`src/rtl/brc_pkg.sv`:
```
package brc_pkg;
   localparam int unsigned NUM_FLUSH   = 4;
   localparam int unsigned INSTR_BYTES = 4;

   typedef enum logic [1:0] {
      SEL_SEQ  = 2'd0,
      SEL_HOLD = 2'd1,
      SEL_TGT  = 2'd2
   } pc_sel_e;
endpackage

```
`src/rtl/brc_pc_sel.sv`:
```
module brc_pc_sel
   import brc_pkg::*;
#(
   parameter int unsigned AW = 32,
   parameter logic [AW-1:0] RESET_PC = '0
) (
   input  logic          clk,
   input  logic          rst_n,
   input  pc_sel_e       sel_i,
   input  logic [AW-1:0] target_i,
   output logic [AW-1:0] pc_o
);
   localparam logic [AW-1:0] STEP = AW'(INSTR_BYTES);

   logic [AW-1:0] pc_q;
   logic [AW-1:0] pc_d;

   always_comb begin
      unique case (sel_i)
         SEL_TGT:  pc_d = target_i;
         SEL_HOLD: pc_d = pc_q;
         default:  pc_d = pc_q + STEP;
      endcase
   end

   always_ff @(posedge clk) begin
      if (!rst_n) pc_q <= RESET_PC;
      else        pc_q <= pc_d;
   end

   assign pc_o = pc_q;
endmodule

```
`src/rtl/brc_flush_gen.sv`:
```
module brc_flush_gen
   import brc_pkg::*;
#(
   parameter int unsigned NF = NUM_FLUSH
) (
   input  logic          redirect_i,
   output logic [NF-1:0] flush_o
);
   for (genvar s = 0; s < NF; s++) begin : g_stage
      assign flush_o[s] = redirect_i;
   end
endmodule

```
`src/rtl/brc_penalty_ctr.sv`:
```
module brc_penalty_ctr #(
   parameter int unsigned CW   = 16,
   parameter int unsigned STEP = 4,
   parameter bit          SAT  = 1'b0
) (
   input  logic          clk,
   input  logic          rst_n,
   input  logic          hit_i,
   output logic [CW-1:0] count_o
);
   localparam logic [CW-1:0] INC  = CW'(STEP);
   localparam logic [CW-1:0] CMAX = '1;

   logic [CW-1:0] cnt_q;
   logic [CW-1:0] cnt_d;

   if (SAT) begin : g_sat
      always_comb begin
         if (!hit_i)                 cnt_d = cnt_q;
         else if (CMAX - cnt_q < INC) cnt_d = CMAX;
         else                         cnt_d = cnt_q + INC;
      end
   end else begin : g_wrap
      always_comb cnt_d = hit_i ? cnt_q + INC : cnt_q;
   end

   always_ff @(posedge clk) begin
      if (!rst_n) cnt_q <= '0;
      else        cnt_q <= cnt_d;
   end

   assign count_o = cnt_q;
endmodule

```
`src/rtl/branch_redirect_ctrl.sv`:
```
module branch_redirect_ctrl
   import brc_pkg::*;
#(
   parameter int unsigned   AW       = 32,
   parameter int unsigned   CW       = 16,
   parameter bit            CNT_SAT  = 1'b0,
   parameter logic [AW-1:0] RESET_PC = '0
) (
   input  logic                 clk,
   input  logic                 rst_n,
   input  logic                 stall_i,
   input  logic                 br_valid_i,
   input  logic                 br_taken_i,
   input  logic [AW-1:0]        br_target_i,
   output logic [AW-1:0]        pc_o,
   output logic [NUM_FLUSH-1:0] flush_o,
   output logic [CW-1:0]        penalty_o
);
   if (AW < 3) begin : g_bad_aw
      initial $error("AW too small for word increments");
   end
   if (CW < 3) begin : g_bad_cw
      initial $error("CW too small to count penalties");
   end

   logic    redirect;
   pc_sel_e sel;

   assign redirect = br_valid_i & br_taken_i;

   always_comb begin
      if (redirect)     sel = SEL_TGT;
      else if (stall_i) sel = SEL_HOLD;
      else              sel = SEL_SEQ;
   end

   brc_pc_sel #(.AW(AW), .RESET_PC(RESET_PC)) u_pc (
      .clk(clk), .rst_n(rst_n), .sel_i(sel), .target_i(br_target_i), .pc_o(pc_o)
   );

   brc_flush_gen #(.NF(NUM_FLUSH)) u_flush (
      .redirect_i(redirect), .flush_o(flush_o)
   );

   brc_penalty_ctr #(.CW(CW), .STEP(NUM_FLUSH), .SAT(CNT_SAT)) u_pen (
      .clk(clk), .rst_n(rst_n), .hit_i(redirect), .count_o(penalty_o)
   );
endmodule

```
`config.mk`:
```
export PLATFORM = sky130hd
export DESIGN_NAME = branch_redirect_ctrl
export DESIGN_NICKNAME = d
export VERILOG_FILES = /design/src/rtl/brc_pkg.sv /design/src/rtl/brc_pc_sel.sv /design/src/rtl/brc_flush_gen.sv /design/src/rtl/brc_penalty_ctr.sv /design/src/rtl/branch_redirect_ctrl.sv
export SDC_FILE = /design/constraint.sdc
export NUM_CORES = 1
export LEC_CHECK = 0
export BUFFER_PORTS_ARGS = -buffer_cell sky130_fd_sc_hd__buf_2
export CAP_MARGIN = 40
export CORE_ASPECT_RATIO = 1.4
export CORE_UTILIZATION = 50
export CTS_CLUSTER_DIAMETER = 150
export CTS_CLUSTER_SIZE = 12
export DETAILED_ROUTE_END_ITERATION = 16
export GPL_TIMING_DRIVEN = 0
export PLACE_DENSITY = 0.8
export SLEW_MARGIN = 20
export SYNTH_ARGS = -nofsm -noshare
export SYNTH_HDL_FRONTEND = slang
export SYNTH_SLANG_ARGS = --single-unit
```
`constraint.sdc`:
```
create_clock -name clk -period 2.3 [get_ports clk]
set_clock_uncertainty 0.05 [all_clocks]
set_input_delay 0.345 -clock clk [delete_from_list [all_inputs] [get_ports clk]]
set_output_delay 0.345 -clock clk [all_outputs]
set_load 0.1 [all_outputs]
```
==> After elaboration in Yosys (flattened, before gate mapping) <==
Cells that the tools add are included.
{ "word_totals": {"register_bits": 48, "output_inout_bits": 52, "wordCells": 10} }
{ "classes": {"addsub": 2, "n_eq_ne": 2, "muxes": 3, "bitwise": 1} }
{ "op_table": {"columns": ["cell", "count"], "rows": [
  ["$pmux 32 s2", 1],
  ["$add 32x3->32 const B", 1],
  ["$add 16x3->16 const B", 1],
  ["$eq 2x1->1 const B", 1],
  ["$eq 2x2->1 const B", 1],
  ["$mux 2", 1],
  ["$and 1x1->1", 1],
  ["$mux 1", 1]
]} }

==> Longest topological paths before layout <==
{ "depth": {"ltp_word": 4, "mapped_depth": 6, "mapped_depth_nobuf": 5} }

==> Modules after synthesis <==
From an unflattened synthesis, not the netlist that was laid out.
{ "unflattened": {"cells_unflattened": 330, "hier_area_um2": 2735.1} }
{ "modules_own_cells": {"columns": ["module", "n_inst", "cells_each", "area_per_inst_um2", "seq_area_each_um2"], "rows": [
  ["brc_pc_sel", 1, 249, 2015.7, 640.6],
  ["brc_penalty_ctr", 1, 75, 675.6, 280.3],
  ["brc_flush_gen", 1, 4, 30.0, 0.0],
  ["branch_redirect_ctrl", 1, 2, 13.8, 0.0]
]} }

==> Worst setup path after synthesis <==
No wires, ideal clock.
{ "synth_timing": {"path_type": "reg2reg", "start": "register u_pc.pc_q[4] (netlist: u_pc.pc_o[4])", "end": "register u_pc.pc_q[31] (netlist: u_pc.pc_o[31])", "setup_ps": 75, "arrival_time_ps": 2326, "required_time_ps": 2175, "setup_slack_ps": -151, "stages_incl_launch_ff": 6, "path_buffers": 1, "path_cell_list": "dfxtp_1 > and4_4 > nand4_4 > clkbuf_8 > or4_1 > a31oi_1"} }
{ "synth_via": {"elab_chain_cells": 2} }
{ "synth_lines": {"columns": ["item", "line_no", "rtl"], "rows": [
  ["start: declaration", "brc_pc_sel.sv:15", "logic [AW-1:0] pc_q;"],
  ["start signal: assignment", "brc_pc_sel.sv:28", "else pc_q <= pc_d;"],
  ["$add 32x3->32", "brc_pc_sel.sv:22", "default: pc_d = pc_q + STEP;"],
  ["$pmux 32 s2", "brc_pc_sel.sv:19", "unique case (sel_i)"]
]} }
No other way between the ends.
A chain may end at the register's enable or synchronous reset.

==> Final worst setup path <==
{ "layout_timing": {"start": "input port br_valid_i", "end": "output port flush_o[1]"} }
{ "layout_via": {"elab_chain_cells": 1} }
{ "layout_lines": {"columns": ["item", "line_no", "rtl"], "rows": [
  ["start: declaration", "branch_redirect_ctrl.sv:12", "input logic br_valid_i,"],
  ["$and 1x1->1", "branch_redirect_ctrl.sv:29", "assign redirect = br_valid_i & br_taken_i;"],
  ["end: declaration", "branch_redirect_ctrl.sv:16", "output logic [NUM_FLUSH-1:0] flush_o,"]
]} }
No other way between the ends.

==> metrics <==
antenna violations before repair=0; Vias per Instance=5.79; FFs w/ async S/R, synth=0; Placed Area=0.00305 mm2; vias in the first global route=2419; peak supply drop=0.362 mV; pin count of the biggest net entering global routing=14; dpl hpwl=5020 um; startpoint types=primary input; commonest non-fill, non-tap cell in the layout=buf_2; Core ar.=0.00484 mm2; dpl cells=453; Crit. Startpoint=br_valid_i; Reg clk slew, reported paths=0.08 ns; RSZ-0062 raised after global routing=no; Tmin final=2.03 ns; cell family with most CP delay=buffers and inverters; Largest stage delay, worst path=0.46 ns; CTS H-tree lvls=2; # diodes=0; Crit. End Element=output pin; WL/cell=15.0 um; Seq cells post-synth=46; number of synthesis warnings=0; IO buf count=86; WP data arrival=1.63 ns; Buf/Inv on CP=4; die area=0.00533 mm2; gr usage total=0.271; height of the die=86.0 um; hold path startpoint=br_target_i[0]; Leak=1.34 nW; final WL=6910 um; Post-Synthesis Cells=302; final std cells w/o fill=460; design area=0.00314 mm2; worst min path class=primary input to flip-flop; fill cell count=436; slowest CP cell=inv_1; Synth cell types=42; First DRT Iteration DRCs=136; sequential area share after synthesis=0.366; syn_area_per_cell=8.34 um2; WS Path Type=primary input to output pin; Hold Violations, Final=0; first-pass GRT wire length=10900 um; Ports=89; fin crit share=0.881; peak fanout along the critical path=17; Post-synth top flop=dfxtp_1; Worst slew margin=0.623; WP data required=1.90 ns; Max Cap Viol=0; routed via count=2662; Pins Over Slew Limit=0; cell row count=30; most frequent CP cell=buf_2; crit-path cells=buf_2, nand2_1, inv_1, buf_4, buf_2; DR pass1 iterations=4; PnR worst setup slack=0.273 ns; Slew @ Worst Pin=0.565 ns; Setup Buffers After CTS=0; Cell Pwr Density=631 mW/mm2; clock root buffer=clkbuf_8; number of nets in the layout=434; Clock Latency Late Sink=0.30 ns; Synth Cell Area=0.00252 mm2; fmax=0.493 GHz; fraction of layout cells with a size suffix above 1=0.336; clock sink count=46; post-CTS sizing=0; Clock Path Buffers=2; pre-CTS setup slack=0.00784 ns; Initial Util=0.520; gr ovfl total=0; Setup TNS Final=0 ns; CTS buffer count=5; # setup viols final=0; Antenna Violating Nets Remaining=0; drt drc=0; reg-to-reg startpoint=u_pc.pc_o[3]$_SDFFE_PN0P_; most frequent cells in the layout=buf_2 (86), nand2_1 (31), nor2_1 (28), dfxtp_1 (28), o21ai_0 (22); CTS tree=done; area delta synth->final=24.8%; die width=62.0 um; outcome=finished, final reports clean; Post-CTS Hold Buffers=0; EDFF count, synth=0; routability cong.=0.877
==> cells by family after synthesis <==
group	Yosys count	synth area share
AOI/OAI and AO/OA	63	0.155
xor gates and xnor gates	23	0.0800
adders and majority gates	2	0.00994
buffers and inverters	27	0.0621
DFF	46	0.366
muxes	2	0.00795
other	1	0.00149
and+or+nand+nor	138	0.318
==> final cells by class <==
class	count	area, um2	share of cell area
Clock buffer	7	86.3	0.0275
Multi-Input combinational cell	230	1440	0.460
Buffer	22	138	0.0438
Timing Repair Buffer	86	430	0.137
Clock inverter	1	5.00	0.00159
Inverter	4	15.0	0.00478
Tap cell	64	80.1	0.0255
Sequential cell	46	943	0.300
==> worst paths after layout <==
path | end | slack [ns] | cells after the start
max | flush_o[1] | 0.27 | 5
max reg2reg | u_pc.pc_o[24]$_SDFFE_PN0P_ | 0.47 | 5
min reg2reg | u_pc.pc_o[0]$_SDFFE_PN0P_ | 0.40 | 2
min | u_pc.pc_o[0]$_SDFFE_PN0P_ | 0.23 | 3
==> per-layer routing <==
layer  global-route usage  vias to the layer above  routed length (um)  share of wire
met5                    0                        -                   0              0
met4                0.127                        0                 189          0.027
met3               0.0498                       16                 375          0.054
met2                0.434                       93                3440           0.50
met1                0.339                     1257                2910           0.42
li1                     -                     1296                   -              -
==> metrics by stage <==
| step | hold WS [ns] | utilization | total power, mW |
|---|---|---|---|
| 6_report | 0.227 | 0.649 | 1.98 |
| 5_1_grt | 0.234 | 0.649 | 2.04 |
| 4_1_cts | 0.224 | 0.650 | 1.98 |
| 3_5_place_dp | 0.395 | 0.631 | 1.47 |
| 3_3_place_gp | 0.390 | 0.631 | 1.46 |
| 2_1_floorplan | 0.423 | - | 1.35 |
==> power by group <==
part	internal [mW]	total (mW)	leakage [nW]	switching [mW]
registers	0.842	0.896	0.383	0.0539
logic	0.109	0.555	0.908	0.446
clock network	0.243	0.529	0.0482	0.286
==> worst min-delay path, delay by kind of cell <==
kind                   cells  cell delay [ns]
AO/OA/AOI/OAI              1             0.05
buffers and inverters      1             0.10
AND/OR/NAND/NOR            1             0.05
==> cell usage after synthesis (all sizes together) (3+ instances only) <==
library cell | count | area share
and4 | 9 | 0.033
a31oi | 8 | 0.020
nand4 | 16 | 0.058
o21ai | 22 | 0.044
a21oi | 10 | 0.020
inv | 4 | 0.0060
nand3 | 13 | 0.026
o31ai | 10 | 0.030
or3 | 5 | 0.012
dfxtp | 46 | 0.37
buf | 15 | 0.040
xnor2 | 9 | 0.031
a211oi | 8 | 0.024
nor3 | 6 | 0.012
nor2 | 28 | 0.042
or4 | 10 | 0.030
a311oi | 5 | 0.017
nor4 | 4 | 0.0099
and3 | 4 | 0.011
nand2 | 32 | 0.051
xor2 | 14 | 0.049
nor3b | 3 | 0.0089
clkbuf | 8 | 0.016
==> flip-flops by register name, indices dropped and copies added (netlist names) <==
name and count:
u_pc.pc_o 32, u_pen.count_o 14
No activity file was read; power rests on OpenSTA's default activity.
